<file path="config.mk">
export PLATFORM = sky130hd
export DESIGN_NAME = bitprefix_exec
export DESIGN_NICKNAME = d
export VERILOG_FILES = /design/src/rtl/bitprefix_pkg.sv /design/src/rtl/rot_shift_unit.sv /design/src/rtl/bit_alu.sv /design/src/rtl/bitprefix_exec.sv
export SDC_FILE = /design/constraint.sdc
export NUM_CORES = 1
export LEC_CHECK = 0
export ABC_AREA = 1
export BUFFER_PORTS_ARGS = -buffer_cell sky130_fd_sc_hd__buf_2
export CAP_MARGIN = 20
export CORE_MARGIN = 2
export CORE_UTILIZATION = 43
export DETAILED_ROUTE_END_ITERATION = 12
export GPL_TIMING_DRIVEN = 1
export HOLD_SLACK_MARGIN = 0.1
export PLACE_DENSITY = 0.77
export RECOVER_POWER = 100
export SLEW_MARGIN = 20
export SYNTH_ARGS = -nofsm -noshare
export SYNTH_HDL_FRONTEND = slang
export SYNTH_HIERARCHICAL = 1
export SYNTH_SLANG_ARGS = --single-unit
</file>
<file path="constraint.sdc">
create_clock -name clk -period 3.4 [get_ports clk]
set_clock_uncertainty 0.2 [all_clocks]
set_input_delay 1.02 -clock clk [delete_from_list [all_inputs] [get_ports clk]]
set_output_delay 1.02 -clock clk [all_outputs]
set_load 0.01 [all_outputs]
</file>
<file path="src/rtl/bitprefix_pkg.sv">
package bitprefix_pkg;
    localparam int DATA_W   = 8;
    localparam int IDX_W    = 3;
    localparam logic [IDX_W-1:0] OPND_MEM = 3'd6;

    typedef enum logic [2:0] {
        ST_IDLE,
        ST_REG_EXEC,
        ST_MEM_READ,
        ST_MEM_MODIFY,
        ST_MEM_WRITE
    } exec_state_t;

    typedef enum logic [1:0] {
        GRP_SHIFT = 2'd0,
        GRP_TEST  = 2'd1,
        GRP_CLEAR = 2'd2,
        GRP_SET   = 2'd3
    } op_group_t;
endpackage

</file>
<file path="src/rtl/rot_shift_unit.sv">
module rot_shift_unit
    import bitprefix_pkg::*;
(
    input  logic [DATA_W-1:0] val,
    input  logic              cin,
    input  logic [2:0]        sel,
    output logic [DATA_W-1:0] res,
    output logic              cout
);
    always_comb begin
        res  = val;
        cout = 1'b0;
        unique case (sel)
            3'd0: begin res = {val[DATA_W-2:0], val[DATA_W-1]}; cout = val[DATA_W-1]; end
            3'd1: begin res = {val[0], val[DATA_W-1:1]};        cout = val[0];        end
            3'd2: begin res = {val[DATA_W-2:0], cin};           cout = val[DATA_W-1]; end
            3'd3: begin res = {cin, val[DATA_W-1:1]};           cout = val[0];        end
            3'd4: begin res = {val[DATA_W-2:0], 1'b0};          cout = val[DATA_W-1]; end
            3'd5: begin res = {val[DATA_W-1], val[DATA_W-1:1]}; cout = val[0];        end
            3'd6: begin res = {val[DATA_W-2:0], 1'b1};          cout = val[DATA_W-1]; end
            3'd7: begin res = {1'b0, val[DATA_W-1:1]};          cout = val[0];        end
        endcase
    end
endmodule

</file>
<file path="src/rtl/bit_alu.sv">
module bit_alu
    import bitprefix_pkg::*;
(
    input  logic [7:0]        op,
    input  logic [DATA_W-1:0] val,
    input  logic [7:0]        flags_in,
    output logic [DATA_W-1:0] res,
    output logic [7:0]        flags_out,
    output logic              res_wr,
    output logic              flags_wr
);
    op_group_t         grp;
    logic [2:0]        bsel;
    logic [DATA_W-1:0] mask;
    logic              tested;
    logic [DATA_W-1:0] rs_res;
    logic              rs_co;

    assign grp    = op_group_t'(op[7:6]);
    assign bsel   = op[5:3];
    assign mask   = DATA_W'(1) << bsel;
    assign tested = val[bsel];

    rot_shift_unit u_rs (
        .val  (val),
        .cin  (flags_in[0]),
        .sel  (bsel),
        .res  (rs_res),
        .cout (rs_co)
    );

    always_comb begin
        res       = val;
        flags_out = flags_in;
        res_wr    = 1'b0;
        flags_wr  = 1'b0;
        unique case (grp)
            GRP_SHIFT: begin
                res       = rs_res;
                flags_out = {rs_res[7], (rs_res == '0), rs_res[5], 1'b0,
                             rs_res[3], ~^rs_res, 1'b0, rs_co};
                res_wr    = 1'b1;
                flags_wr  = 1'b1;
            end
            GRP_TEST: begin
                flags_out = {(bsel == 3'd7) && tested, ~tested, val[5], 1'b1,
                             val[3], ~tested, 1'b0, flags_in[0]};
                flags_wr  = 1'b1;
            end
            GRP_CLEAR: begin
                res    = val & ~mask;
                res_wr = 1'b1;
            end
            GRP_SET: begin
                res    = val | mask;
                res_wr = 1'b1;
            end
        endcase
    end
endmodule

</file>
<file path="src/rtl/bitprefix_exec.sv">
module bitprefix_exec
    import bitprefix_pkg::*;
#(
    parameter int ADDR_W      = 16,
    parameter int CNT_W       = 8,
    parameter int BASE_STATES = 8,
    parameter int MEM_EXTRA   = 4
) (
    input  logic              clk,
    input  logic              rst_n,
    input  logic              start,
    input  logic [7:0]        opcode,
    input  logic              indexed,
    input  logic [ADDR_W-1:0] addr,
    output logic [2:0]        rf_raddr,
    input  logic [7:0]        rf_rdata,
    output logic              rf_we,
    output logic [2:0]        rf_waddr,
    output logic [7:0]        rf_wdata,
    input  logic [7:0]        flags_in,
    output logic              flags_we,
    output logic [7:0]        flags_out,
    output logic [ADDR_W-1:0] mem_addr,
    output logic              mem_re,
    input  logic [7:0]        mem_rdata,
    output logic              mem_we,
    output logic [7:0]        mem_wdata,
    output logic              done,
    output logic [CNT_W-1:0]  states_used
);
    localparam logic [CNT_W-1:0] REG_COST = CNT_W'(BASE_STATES);
    localparam logic [CNT_W-1:0] MEM_COST = CNT_W'(BASE_STATES + MEM_EXTRA);

    exec_state_t       state, state_nx;
    logic [7:0]        op_q;
    logic              idx_q;
    logic [ADDR_W-1:0] addr_q;
    logic [DATA_W-1:0] mem_val_q;
    logic              mem_opnd;

    logic [DATA_W-1:0] operand, alu_res;
    logic [7:0]        alu_flags;
    logic              alu_res_wr, alu_flags_wr;

    assign mem_opnd = indexed || (opcode[2:0] == OPND_MEM);
    assign operand  = (state == ST_REG_EXEC) ? rf_rdata : mem_val_q;

    bit_alu u_alu (
        .op        (op_q),
        .val       (operand),
        .flags_in  (flags_in),
        .res       (alu_res),
        .flags_out (alu_flags),
        .res_wr    (alu_res_wr),
        .flags_wr  (alu_flags_wr)
    );

    always_comb begin
        state_nx = state;
        unique case (state)
            ST_IDLE:       if (start) state_nx = mem_opnd ? ST_MEM_READ : ST_REG_EXEC;
            ST_REG_EXEC:   state_nx = ST_IDLE;
            ST_MEM_READ:   state_nx = ST_MEM_MODIFY;
            ST_MEM_MODIFY: state_nx = ST_MEM_WRITE;
            ST_MEM_WRITE:  state_nx = ST_IDLE;
        endcase
    end

    always_ff @(posedge clk) begin
        if (!rst_n) begin
            state     <= ST_IDLE;
            op_q      <= '0;
            idx_q     <= 1'b0;
            addr_q    <= '0;
            mem_val_q <= '0;
        end else begin
            state <= state_nx;
            if (state == ST_IDLE && start) begin
                op_q   <= opcode;
                idx_q  <= indexed;
                addr_q <= addr;
            end
            if (state == ST_MEM_MODIFY) mem_val_q <= mem_rdata;
        end
    end

    always_comb begin
        rf_raddr    = op_q[2:0];
        rf_waddr    = op_q[2:0];
        rf_wdata    = alu_res;
        mem_wdata   = alu_res;
        mem_addr    = addr_q;
        flags_out   = alu_flags;
        rf_we       = 1'b0;
        flags_we    = 1'b0;
        mem_re      = 1'b0;
        mem_we      = 1'b0;
        done        = 1'b0;
        states_used = '0;
        unique case (state)
            ST_IDLE: ;
            ST_REG_EXEC: begin
                rf_we       = alu_res_wr;
                flags_we    = alu_flags_wr;
                done        = 1'b1;
                states_used = REG_COST;
            end
            ST_MEM_READ:   mem_re = 1'b1;
            ST_MEM_MODIFY: ;
            ST_MEM_WRITE: begin
                mem_we      = alu_res_wr;
                rf_we       = alu_res_wr && idx_q && (op_q[2:0] != OPND_MEM);
                flags_we    = alu_flags_wr;
                done        = 1'b1;
                states_used = MEM_COST;
            end
        endcase
    end
endmodule

</file>
==> results of run 1 <==
-- metrics by stage --
| step | utilization, % | cell area, um2 | hold slack, ns | setup TNS (ns) |
|---|---|---|---|---|
| 3_3_place_gp | 55.0 | 3090 | 0.230 | -0.488 |
| 3_5_place_dp | 55.0 | 3090 | 0.235 | -0.558 |
| 6_report | 56.5 | 3170 | 0.246 | -0.490 |
| 2_1_floorplan | - | 2590 | 0.224 | -0.0272 |
| 5_1_grt | 56.5 | 3170 | 0.265 | -0.990 |
| 4_1_cts | 57.2 | 3210 | 0.246 | -0.720 |
-- registers in the layout, indices dropped and copies added (netlist names) --
name	count
op_q	8
idx_q	1
mem_val_q	8
mem_addr	16
state	3
-- power by group through the flow --
stage               logic, mW  registers (mW)  clock network (mW)
CTS                     0.604           0.497               0.306
finish                  0.597           0.496               0.296
global route            0.674           0.504               0.322
global placement        0.578           0.504                   0
floorplan               0.427           0.510                   0
detailed placement      0.589           0.506                   0
-- per-layer routing --
layer,wire length (um),vias up,GRT usage (%)
met5,0,-,0
li1,-,1398,-
met2,2900,108,36.1
met1,2680,1162,23.4
met4,73,0,5.93
met3,581,9,5.22
-- critical path, stage by stage --
cell and delay, ns:
sky130_fd_sc_hd__buf_6 0.09, sky130_fd_sc_hd__mux2_4 0.30, sky130_fd_sc_hd__inv_4 0.07, sky130_fd_sc_hd__a21oi_2 0.04
sky130_fd_sc_hd__nand3_1 0.08, sky130_fd_sc_hd__nand2_1 0.08, sky130_fd_sc_hd__inv_2 0.09, sky130_fd_sc_hd__ha_4 0.20
sky130_fd_sc_hd__inv_2 0.05, sky130_fd_sc_hd__nand2_1 0.04, sky130_fd_sc_hd__nand2_1 0.05, sky130_fd_sc_hd__nand2_1 0.06
sky130_fd_sc_hd__nand3_2 0.07, sky130_fd_sc_hd__nand2_2 0.05, sky130_fd_sc_hd__inv_2 0.04, sky130_fd_sc_hd__nand2_2 0.04
sky130_fd_sc_hd__buf_6 0.11
-- worst max-delay path by stage --
stage / slack (ns) / cells past startpoint / start / to
after global placement: -0.32 / 17 / rf_rdata[7] / flags_out[2]
after CTS: -0.31 / 17 / rf_rdata[7] / flags_out[2]
after detailed placement: -0.34 / 17 / rf_rdata[7] / flags_out[2]
after global routing: -0.46 / 17 / rf_rdata[1] / flags_out[2]
final: -0.32 / 17 / rf_rdata[7] / flags_out[2]
after floorplan: -0.03 / 15 / rf_rdata[0] / flags_out[2]
-- cells in the final DEF, fill, tap and decap left out, types with 6 or more instances in the layout --
master	count
sky130_fd_sc_hd__conb_1	6
sky130_fd_sc_hd__inv_1	51
sky130_fd_sc_hd__nand2_1	87
sky130_fd_sc_hd__dfxtp_1	36
sky130_fd_sc_hd__a21oi_1	28
sky130_fd_sc_hd__o21ai_0	42
sky130_fd_sc_hd__inv_2	11
sky130_fd_sc_hd__nor2_1	31
sky130_fd_sc_hd__buf_2	59
sky130_fd_sc_hd__buf_4	18
sky130_fd_sc_hd__clkbuf_1	41
sky130_fd_sc_hd__nand3_1	16
-- cell families (layout without fill, tap and decap cells) --
group                    count (synthesis)  after routing  synth area share [%]
AO/OA/AOI/OAI                           85             85                  19.3
adder cells (fa/ha/maj)                  4              4                  1.97
buffers and inverters                  102            198                  20.5
flip-flops                              36             36                  28.4
multiplexers                             8              8                  3.55
other                                    1              6                 0.148
AND/OR/NAND/NOR                        151            151                  26.1
-- area by class of cell --
class / instances / area (um2)
fill: 584 / 2440
multi-input combinational: 254 / 1360
sequential: 36 / 721
timing repair buffer: 124 / 646
inverter: 66 / 263
tap: 72 / 90.1
clock buffer: 5 / 68.8
clock inverter: 3 / 18.8
-- what timing repair did --
item,in CTS,in global routing
pin swaps,5,10
endpoints found under the setup margin,5,7
gates resized for setup,5,8
setup buffers,1,1
==> results, run 1 <==
- After detailed routing, the average wire length per cell comes to 11.1 um.
- Counting flops and latches in the post-synthesis netlist gives 36.
- The category of the worst setup path capture point is an output pin.
- After detailed routing, the number of remaining DRC violations is 0.
- The net load switching power is 0.534 mW.
- The flow ran to the end, but the final reports show violations.
- The biggest area contributor in the post-synthesis netlist is sky130_fd_sc_hd__dfxtp_1.
- The sequential share of the synthesized area is approximately 28%.
- The first-pass GRT wire length is around 10 mm.
- The number of distinct library cell variants in the gate-level netlist after synthesis is 35.
- The number of antenna diodes in the final layout is 0.
- The max-capacitance violation count is 0.
- The later-pin clock latency in the skew report is between 0.2 and 0.3 ns.
- In the routed layout, each cell is associated on average with a via count of 4.78.
- Registers are responsible for 35.7% of the overall power.
- In this run switching power makes up just under 40% of total power.
- Buffers inserted during clock tree synthesis total 5.
- In this run, the number of DRC markers left after iteration 0 of detailed routing was just over 90.
- CTS built an H-tree with a depth of 2.
- After synthesis, the most frequently instantiated cells are sky130_fd_sc_hd__nand2_1 (89), sky130_fd_sc_hd__inv_1 (58), sky130_fd_sc_hd__o21ai_0 (41).
- The most repeated cell in the gate-level netlist after synthesis is sky130_fd_sc_hd__nand2_1.
- The weighted congestion reported at the end of routability-driven placement is 0.899.
- After synthesis, the largest area contributor takes up 28.4% of total cell area.
- The CTS tree is built.
- The clock network burns 21.3% of the power.
- The final number of setup-violating endpoints is 4.
- The number of pins exceeding their max-slew limit in the final report is 0.
- The die outline area is 6530 um2.
- Setup repair after global routing could not meet its margin everywhere.
- The via count of the first global-routing pass is around 2,500.
- Before CTS, the worst setup slack after placement is -0.338 ns.
- The maximum number of pins on one net before global-route repair is 47.
- The checks that failed: negative setup slack.
- The destination of the worst hold path is mem_addr[1].
- The clock tree buffer depth is 2.
- The cell leakage power is about 1.5 nW.
- The cell at the root of the clock tree is sky130_fd_sc_hd__clkbuf_8.
- The required time at the worst-slack endpoint is approximately 2.2 ns.
- Including well taps, the total number of placed cells is ~550.
- The final-stage net count is 543.
- The total routing resource utilization after global routing is 20.1%.
- The detailed-routing iteration count for the pre-antenna-repair pass is 4.
- Subtracting the final worst setup slack from the clock period gives approximately 3.7 ns.
- The setup slack of the most critical reg-to-reg path is 1.41 ns.
- Counting every sink on the clock net gives 36.
- The synthesis-to-layout area growth is 24.9%.
- The setup path with the least slack is of type in -> out.
- The start point of the worst hold path is mem_addr[1].
- The type of the tightest min-delay check is reg -> reg.
- The number of input and output port buffers inserted is 104.
- The worst setup path is launched from an input port.
- The endpoint arrival time on the critical path is ~2.5 ns.
- The critical register-to-register path startpoint is state[0].
- The fmax is between 0.2 and 0.3 GHz.
- The final-report hold violation count is 0.
- In this run the worst path has a maximum fanout of 3.
- The average cell area after synthesis is 6.55 um2.
- Setup slack on the critical path of the routed design comes to -0.321 ns.
- The worst-case reg-to-reg path depth is 4.
- Detailed placement finished with a half-perimeter wire length of 4.92 mm.
- The total power consumption of the routed design is about 1.4 mW.
- Across the VDD grid, the largest voltage drop is around 0.32 mV.
- The async set or reset register ratio after synthesis is 0%.
- In this run the vertical extent of the chip is 80.8 um.
- In this run, synthesis inferred 0 flip-flops with an integrated enable.
- After global routing the overflow that remains totals 0.
- The count of warnings emitted by yosys is 6.
- The initial core utilization is 45.2%.
- The post-synthesis instance area is 2530 um2.
- Cells with a size suffix above 1 make up 27.7% of the layout.
- For the pin with the worst max-slew slack, the measured transition is 1.19 ns.
- The number of cells traversed by the worst hold path is 2.
- Measured against its own limit, the worst slew margin works out to 20.5%.
- Ranked by total cell area, the synthesized netlist is headed by sky130_fd_sc_hd__dfxtp_1 (28%), sky130_fd_sc_hd__nand2_1 (13%), sky130_fd_sc_hd__inv_1 (8.6%), sky130_fd_sc_hd__o21ai_0 (8.1%), sky130_fd_sc_hd__buf_4 (6.5%).
- In the synthesized netlist, the number of instances is 387.
- Combinational logic is responsible for roughly 43% of the overall power.
- The internal portion of the total power is between 0.8 and 0.9 mW.
- The count of antenna-violating nets left after detailed routing is 0.
- The die is 80.8 um wide.
- The CTS clock-pin slew for the worst setup and hold paths is 0.08 ns.
- The endpoint identified for the worst register-to-register timing path is mem_addr[12].
- The finished layout holds 560 standard cells, fillers aside.
- After clock tree synthesis, the flow added hold-fix buffers numbering 0.
- Among all flip-flop cells after synthesis, the most frequent one is sky130_fd_sc_hd__dfxtp_1.
- The total I/O pin count is 111.
- Summing over every cut layer, the via total after detailed routing is approximately 2,700.
- Power spread over the standard cell area amounts to roughly 440 nW/um2.
- The total area inside the core boundary comes to 5610 um2.
- The initial antenna violation count came to 0.
- The initialized floorplan defines 27 standard-cell rows.
- After layout, the worst path uses 109% of the clock period.
- The routed wire length is 6.23 mm.
Power figures use the tool's default switching activity.
==> run 2: changes to the inputs <==
- BUFFER_PORTS_ARGS: -buffer_cell sky130_fd_sc_hd__buf_2 -> -buffer_cell sky130_fd_sc_hd__buf_4
- CORE_MARGIN: 2 -> default
==> run 2 against run 1 <==
The flow still finishes with violations (negative setup slack); combinational power increased by 12%; power increased by 4.7%; clock power about the same; register-to-register slack about the same; non-clock buffer count increased by 2; critical path depth unchanged; first-iteration DRC count increased by 64%; sequential power about the same; largest cell class unchanged.
==> results, run 2 (synthesized netlist as in run 1, its figures left out) <==
- The detailed-routing iteration count for the pre-antenna-repair pass is 4.
- The placement row count is 27.
- The setup TNS after final layout is -0.940 ns.
- In the final layout, flip-flops and latches occupy 721 um2.
- Setup repair after global routing could not meet its margin everywhere.
- The CTS clock-pin slew for the worst setup and hold paths is 0.07 ns.
- Power spread over the standard cell area amounts to approximately 430 nW/um2.
- The number of pins exceeding their max-slew limit in the final report was 0.
- The run finished, with violations left.
- The die is 78.8 um tall.
- Entering global routing, the biggest net connects 46 pins.
- In this run the standard cell core region covers 5610 um2.
- The count of clock tree sinks is 36.
- Timing analysis after detailed placement gives a worst setup slack of -0.330 ns.
- For this configuration, the core starts out at a cell density of 45.2%.
- The clock tree buffer depth is 2.
- The total I/O pin count is 111.
- The category of the worst setup path capture point is an output pin.
- Summed over all nets, the half-perimeter wirelength after detailed placement is 5.12 mm.
- The cell leakage power is 1.64 nW.
- The later-pin clock latency in the skew report is 0.28 ns.
- The via count of the routed design is 2,687.
- The total CTS buffers is 5.
- Headroom to the max-slew limit came out at 20.6%.
- The cell count after placement is 549.
- The vias per cell is 4.78.
- The timing startpoint of the critical path is rf_rdata[1].
- The checks that failed: negative setup slack.
- The fraction of final layout cells with drive strength greater than 1 is 30.8%.
- The net load switching power is 0.545 mW.
- At the worst endpoint, the arrival time is 2.49 ns.
- The multi-input combinational cells in the finished layout cover a total of ~1400 um2.
- The count of nets left with antenna violations once routing finished came out at 0.
- The floorplan step set the die width to a little under 80 um.
- The first-pass GRT wire length is 10.8 mm.
- The final-report hold violation count is 0.
- The startpoint identified for the worst hold timing path is mem_addr[2].
- STA classifies the critical path startpoint as an input port.
- The combinational fraction of design power is 45.8%.
- 0 antenna diodes ended up in the layout.
- During placement, the flow inserted port buffers numbering ~100.
- The routed wire length is roughly 6.6 mm.
- Of all nets on the critical path, the largest fanout is 3.
- The cell at the root of the clock tree is sky130_fd_sc_hd__clkbuf_8.
- Global routing consumed, over all layers together, 22.0% of the routing resources.
- Data on the critical path is required at its endpoint by 2.18 ns.
- The most common cell after layout, fill and taps aside is sky130_fd_sc_hd__buf_4.
- The final-stage net count is 545.
- The non-filler instance count after layout is approximately 560.
- The critical path start-end classification is in -> out.
- The min-delay analysis places its worst path in the category reg -> reg.
- The count of hold-fix buffers inserted at cts is 0.
- The CTS tree is built.
- For this run the aggregate overflow at the end of global routing stands at 0.
- Dividing the detail-routed wire length by the instance count gives 11.7 um.
- The DRC marker count from the first detailed-route iteration is 149.
- The initial antenna violation count was 0.
- IR analysis of the VDD net gives a maximum drop of 0.274 mV.
- The fraction of the cycle the final worst path needs is 109%.
- The placed instance area is 3330 um2.
- The net switching fraction of the power is ~37%.
- Setup violations remaining at the end of the flow were counted as 5.
- The minimum setup slack in the final design is -0.305 ns.
- In this run the critical register-to-register path is launched from state[0].
- The slew at the pin closest to its max-slew limit is 1.19 ns.
- The sequential group share of total power is 33.9%.
- Per report_power, the clock group accounts for 20.4% of the total.
- After detailed routing, the number of remaining DRC violations is 0.
- The top cell types in the final layout, fill and taps aside, are sky130_fd_sc_hd__buf_4 (89), sky130_fd_sc_hd__nand2_1 (88), sky130_fd_sc_hd__inv_1 (50), sky130_fd_sc_hd__o21ai_0 (42), sky130_fd_sc_hd__dfxtp_1 (36).
- The number of flip-flops in the largest register is 16.
- For this run, the share of the core covered by cells in the final layout is 60.8%.
- The internal power contribution is 0.910 mW.
- The routed design could run at a clock period as short as 3.71 ns.
- The summed area of non-filler cells in the final layout is 3410 um2.
- Based on the critical path, the design can be clocked at up to 0.270 GHz.
- The number of fill cells is 565.
- The via count of the first global-routing pass is 2,459.
- Max-cap violations in this run came to 0.
- The die outline area is 6210 um2.
- The area growth from synthesis to layout is 34.5%.
- Routability-driven placement finished with a final weighted congestion of 0.894.
- The total number of H-tree levels is 2.
==> run 2: changes by cell type in the layout (fill, tap and decap cells not counted), moves of 2 or more <==
| cell | change |
|---|---|
| sky130_fd_sc_hd__buf_4 | +71 |
| sky130_fd_sc_hd__buf_2 | -59 |
| sky130_fd_sc_hd__clkbuf_1 | -13 |
| sky130_fd_sc_hd__buf_6 | +4 |
| sky130_fd_sc_hd__ha_1 | -2 |
| sky130_fd_sc_hd__ha_4 | +2 |
==> run 2: worst max-delay path: stages <==
cell and delay (ns):
sky130_fd_sc_hd__buf_6 0.09, sky130_fd_sc_hd__mux2_4 0.27, sky130_fd_sc_hd__nand2_1 0.07, sky130_fd_sc_hd__nand2_1 0.05
sky130_fd_sc_hd__nor2_1 0.08, sky130_fd_sc_hd__nor2_1 0.06, sky130_fd_sc_hd__inv_1 0.08, sky130_fd_sc_hd__ha_4 0.21
sky130_fd_sc_hd__inv_2 0.06, sky130_fd_sc_hd__nand2_1 0.05, sky130_fd_sc_hd__nand2_1 0.06, sky130_fd_sc_hd__nand2_1 0.04
sky130_fd_sc_hd__nand3_1 0.07, sky130_fd_sc_hd__nand2_1 0.06, sky130_fd_sc_hd__inv_2 0.05, sky130_fd_sc_hd__nand2_2 0.04
sky130_fd_sc_hd__buf_6 0.11
==> run 2: cell type report <==
type                    instances  area share (%)
inverters                      66            7.71
clock buffers                   5            2.02
multi-input cells             254            40.3
repair buffers                126            25.7
clock inverters                 3           0.550
flip-flops and latches         36            21.1
well taps                      72            2.64
==> run 2: final timing paths <==
path                                     end  slack, ns  cells after the start
worst max-delay path            flags_out[2]      -0.31                     17
worst max register to register       op_q[6]       1.42                      4
worst min-delay path             mem_addr[2]       0.25                      2
worst min register to register   mem_addr[2]       0.25                      2
==> run 2: repair_timing <==
action | CTS | global route
gates resized for setup | 6 | 11
setup buffers | 5 | 3
setup endpoints to repair | 5 | 5
pin swaps | 14 | 13
==> run 2: per-stage QoR <==
stage	total power, mW	hold WS (ns)
5_1_grt	1.57	0.270
3_3_place_gp	1.15	0.232
3_5_place_dp	1.16	0.236
6_report	1.46	0.247
2_1_floorplan	0.937	0.224
4_1_cts	1.48	0.248
==> run 2: layer usage <==
layer,share of wire [%],vias up,global-route usage [%]
li1,-,1405,-
met1,43,1160,26.1
met2,46,113,37.7
met3,9.6,9,6.78
met4,1.4,0,6.67
met5,0,-,0
==> run 2: power groups by stage <==
stage / clock network [mW] / registers (mW) / logic, mW
floorplan: 0 / 0.510 / 0.427
global placement: 0 / 0.502 / 0.648
detailed placement: 0 / 0.504 / 0.657
CTS: 0.307 / 0.495 / 0.673
global route: 0.325 / 0.499 / 0.747
finish: 0.297 / 0.493 / 0.666
==> run 3: changes to the inputs <==
- CORE_UTILIZATION: 43 -> 46
- PLACE_DENSITY: 0.77 -> 0.78
- clock period: 3.4 -> 3.9 ns (I/O delays scaled with it)
==> run 3 against run 2 <==
The flow still finishes with violations (negative setup slack); sequential share of layout area increased by 0.89 points; critical path type unchanged; clock power fell by 12%; flip-flop and latch count unchanged.
==> results, run 3 (synthesized netlist as in run 1, its figures left out) <==
- The flow ran to the end, but the final reports show violations.
- The checks that failed: negative setup slack.
- The cell leakage power is around 1.5 nW.
- The minimum setup slack in the final design is -0.161 ns.
- The critical register-to-register path startpoint is state[0].
- The initial core utilization is 48.7%.
- The final-report hold violation count was 0.
- Of all nets on the critical path, the largest fanout is 4.
- STA puts the critical path data arrival time at 2.69 ns.
- The die covers 5810 um2.
- Global routing consumed, over all layers together, 23.5% of the routing resources.
- The summed area of non-filler cells in the final layout is 3270 um2.
- The count of hold-fix buffers inserted at cts is 0.
- Once detail routing completed, the nets flagged for antenna violations numbered 0.
- Before antenna repair, the detailed router went through 4 iterations.
- The worst path in the final design needs a cycle of around 4.1 ns, including I/O delays and setup.
- For this block, the routed nets add up to 6.62 mm of wire.
- The via count of the first global-routing pass came to around 2,600.
- The routed layout has 2,717 vias.
- At the pin with the least slew margin, the transition time is 1.12 ns.
- The layout has 530 filler cells.
- The worst setup path is launched from an input port.
- The cell at the root of the clock tree is sky130_fd_sc_hd__clkbuf_8.
- The setup slack of the most critical reg-to-reg path is approximately 1.8 ns.
- The total I/O pin count is 111.
- The worst hold path was traced through 2 stages.
- The worst-case reg-to-reg path depth is 4.
- The chip height is 76.2 um.
- Clock-pin slew was measured on the worst setup and hold paths at 0.07 ns.
- At the worst endpoint, the required time is 2.53 ns.
- The number of pins exceeding their max-slew limit in the final report is 0.
- The critical path goes through buf_4 -> mux2_4 -> inv_4 -> a21oi_2 -> nand3_1 -> nand2_1 -> inv_2 -> ha_4 -> inv_2 -> nand2_1 -> nand2_1 -> nand2_1 -> nand3_1 -> nand2_1 -> inv_1 -> nand2_1 -> buf_6.
- The later-pin clock latency in the skew report is 0.29 ns.
- The vias per cell is between 4 and 5.
- Summed over all nets, the half-perimeter wirelength after detailed placement is 4.97 mm.
- Sequential cells burn 36.2% of the power.
- Leaving out filler cells and counting taps, the final layout contains 554.
- The internal power contribution is 0.759 mW.
- The final global-route overflow total is 0.
- The library cell used most frequently in the layout, excluding fill and tap cells, is sky130_fd_sc_hd__nand2_1.
- The placement row count is 26.
- The category of the worst setup path capture point is an output pin.
- The worst register-to-register path ends at mem_addr[4].
- Clock tree synthesis inserted a total of 5 buffers.
- The cell count after placement is 544.
- The power share of the clock group is 21.3%.
- The type of the tightest min-delay check is reg -> reg.
- The H-tree was split into 2 levels.
- Setup repair after global routing could not meet its margin everywhere.
- The worst relative slew slack is 25.1%.
- The fraction of final layout cells with drive strength greater than 1 is 26.4%.
- By startpoint and endpoint, the worst setup path is classified as in -> out.
- Combinational logic burns 42.5% of the power.
- In the final routed layout, each cell accounts on average for between 10 and 15 um.
- For this run, the top clock speed supported by timing is 0.246 GHz.
- The cell with the largest stage delay on the worst path is sky130_fd_sc_hd__mux2_4.
- Across the run, the number of max-cap violations was 0.
- The clock tree buffer depth is 2.
- The maximum resistive drop on vdd is around 0.26 mV.
- The timing startpoint of the critical path is rf_rdata[7].
- The net load switching power is 0.471 mW.
- The fraction of the cycle the final worst path needs is 104%.
- The count of clock tree sinks is 36.
- TritonCTS built the clock tree.
- The total DRC errors in the routed layout is 0.
- Entering global routing, the biggest net connects 49 pins.
- The placeable core region is 5200 um2.
- The most prevalent standard cell on the critical path is sky130_fd_sc_hd__nand2_1.
- For this design the ratio of total power to cell area is 376 nW/um2.
- In this design, the stage delay of the slowest critical-path cell is 0.30 ns.
- The start point of the worst hold path is mem_addr[7].
- The net switching fraction of the power is 38.3%.
- The first global-routing pass estimated 11.0 mm of wire.
- Leaving out fill and tap cells, the most frequent cells in the layout are sky130_fd_sc_hd__nand2_1 (88), sky130_fd_sc_hd__buf_4 (75), sky130_fd_sc_hd__inv_1 (53), sky130_fd_sc_hd__o21ai_0 (43), sky130_fd_sc_hd__clkbuf_1 (41).
- The initial antenna violation count is 0.
- The first routing iteration left 138 violations.
- During placement, the flow inserted port buffers numbering 104.
- The repair_antennas step left the layout with diodes totalling 0.
- Measured along the x axis, the die boundary spans 76.2 um.
- The destination of the worst hold path is mem_addr[7].
- The number of flip-flops in the largest register is 16.
- In the final design database the tool counted 539 nets.
- The final number of setup-violating endpoints is 1.
- The placed instance area is 3270 um2.
- The congestion estimate from routability-driven global placement came to 0.953.
- From synthesis to final layout, the design area changed by 29.1%.
run 3: cell count changes in the layout (fill, tap and decap cells not counted), moves of 3 or more:
cell                       delta
sky130_fd_sc_hd__buf_4       -14
sky130_fd_sc_hd__clkbuf_1    +13
sky130_fd_sc_hd__buf_6        -6
sky130_fd_sc_hd__inv_1        +3
sky130_fd_sc_hd__inv_2        -3
run 3: critical path: cells and delay by family:
family,cells,cell delay (ns)
buf+inv,6,0.46
compound gates,1,0.05
fa+ha+maj,1,0.20
mux,1,0.30
simple gates,8,0.49
run 3: power by group through the flow:
stage | Clock (mW) | Sequential, mW | Combinational, mW
2_1_floorplan | 0 | 0.445 | 0.357
3_3_place_gp | 0 | 0.453 | 0.524
3_5_place_dp | 0 | 0.454 | 0.534
4_1_cts | 0.276 | 0.446 | 0.558
5_1_grt | 0.290 | 0.451 | 0.583
6_report | 0.261 | 0.445 | 0.523
run 3: worst max-delay path by stage:
| stage | to |
|---|---|
| 6_report | flags_out[2] |
| 5_1_grt | flags_out[2] |
| 4_1_cts | flags_out[2] |
| 3_5_place_dp | flags_out[2] |
| 3_3_place_gp | flags_out[2] |
| 2_1_floorplan | flags_out[2] |
run 3: stage by stage:
stage / hold slack, ns / setup WS, ns / utilization [%] / power, mW / setup TNS (ns)
after CTS: 0.251 / -0.128 / 65.5 / 1.28 / -0.128
after floorplan: 0.224 / 0.0665 / - / 0.802 / 0
after global placement: 0.232 / -0.197 / 62.8 / 0.977 / -0.197
final: 0.249 / -0.161 / 62.9 / 1.23 / -0.161
after global routing: 0.266 / -0.250 / 62.9 / 1.32 / -0.303
after detailed placement: 0.239 / -0.256 / 62.8 / 0.988 / -0.294
run 3: layer usage:
metal	up-vias	GRT usage, %	share of wire (%)
li1	1390	-	-
met1	1191	25.6	41
met2	117	39.5	47
met3	19	8.74	8.9
met4	0	12.7	3.0
met5	-	0	0
run 3: timing repair:
item	4_1_cts	5_1_grt
gates cloned	0	0
setup endpoints to repair	2	5
setup buffers	2	1
pin swaps	7	6
gates resized for setup	10	10
run 3: final cells by class:
cell class                      count  area (um2)  area share, %
Multi-Input combinational cell    254        1360           41.4
Tap cell                           70        87.6           2.68
Sequential cell                    36         721           22.0
Timing Repair Buffer              120         758           23.2
Clock inverter                      3        18.8          0.574
Clock buffer                        5        68.8           2.10
Inverter                           66         263           8.03
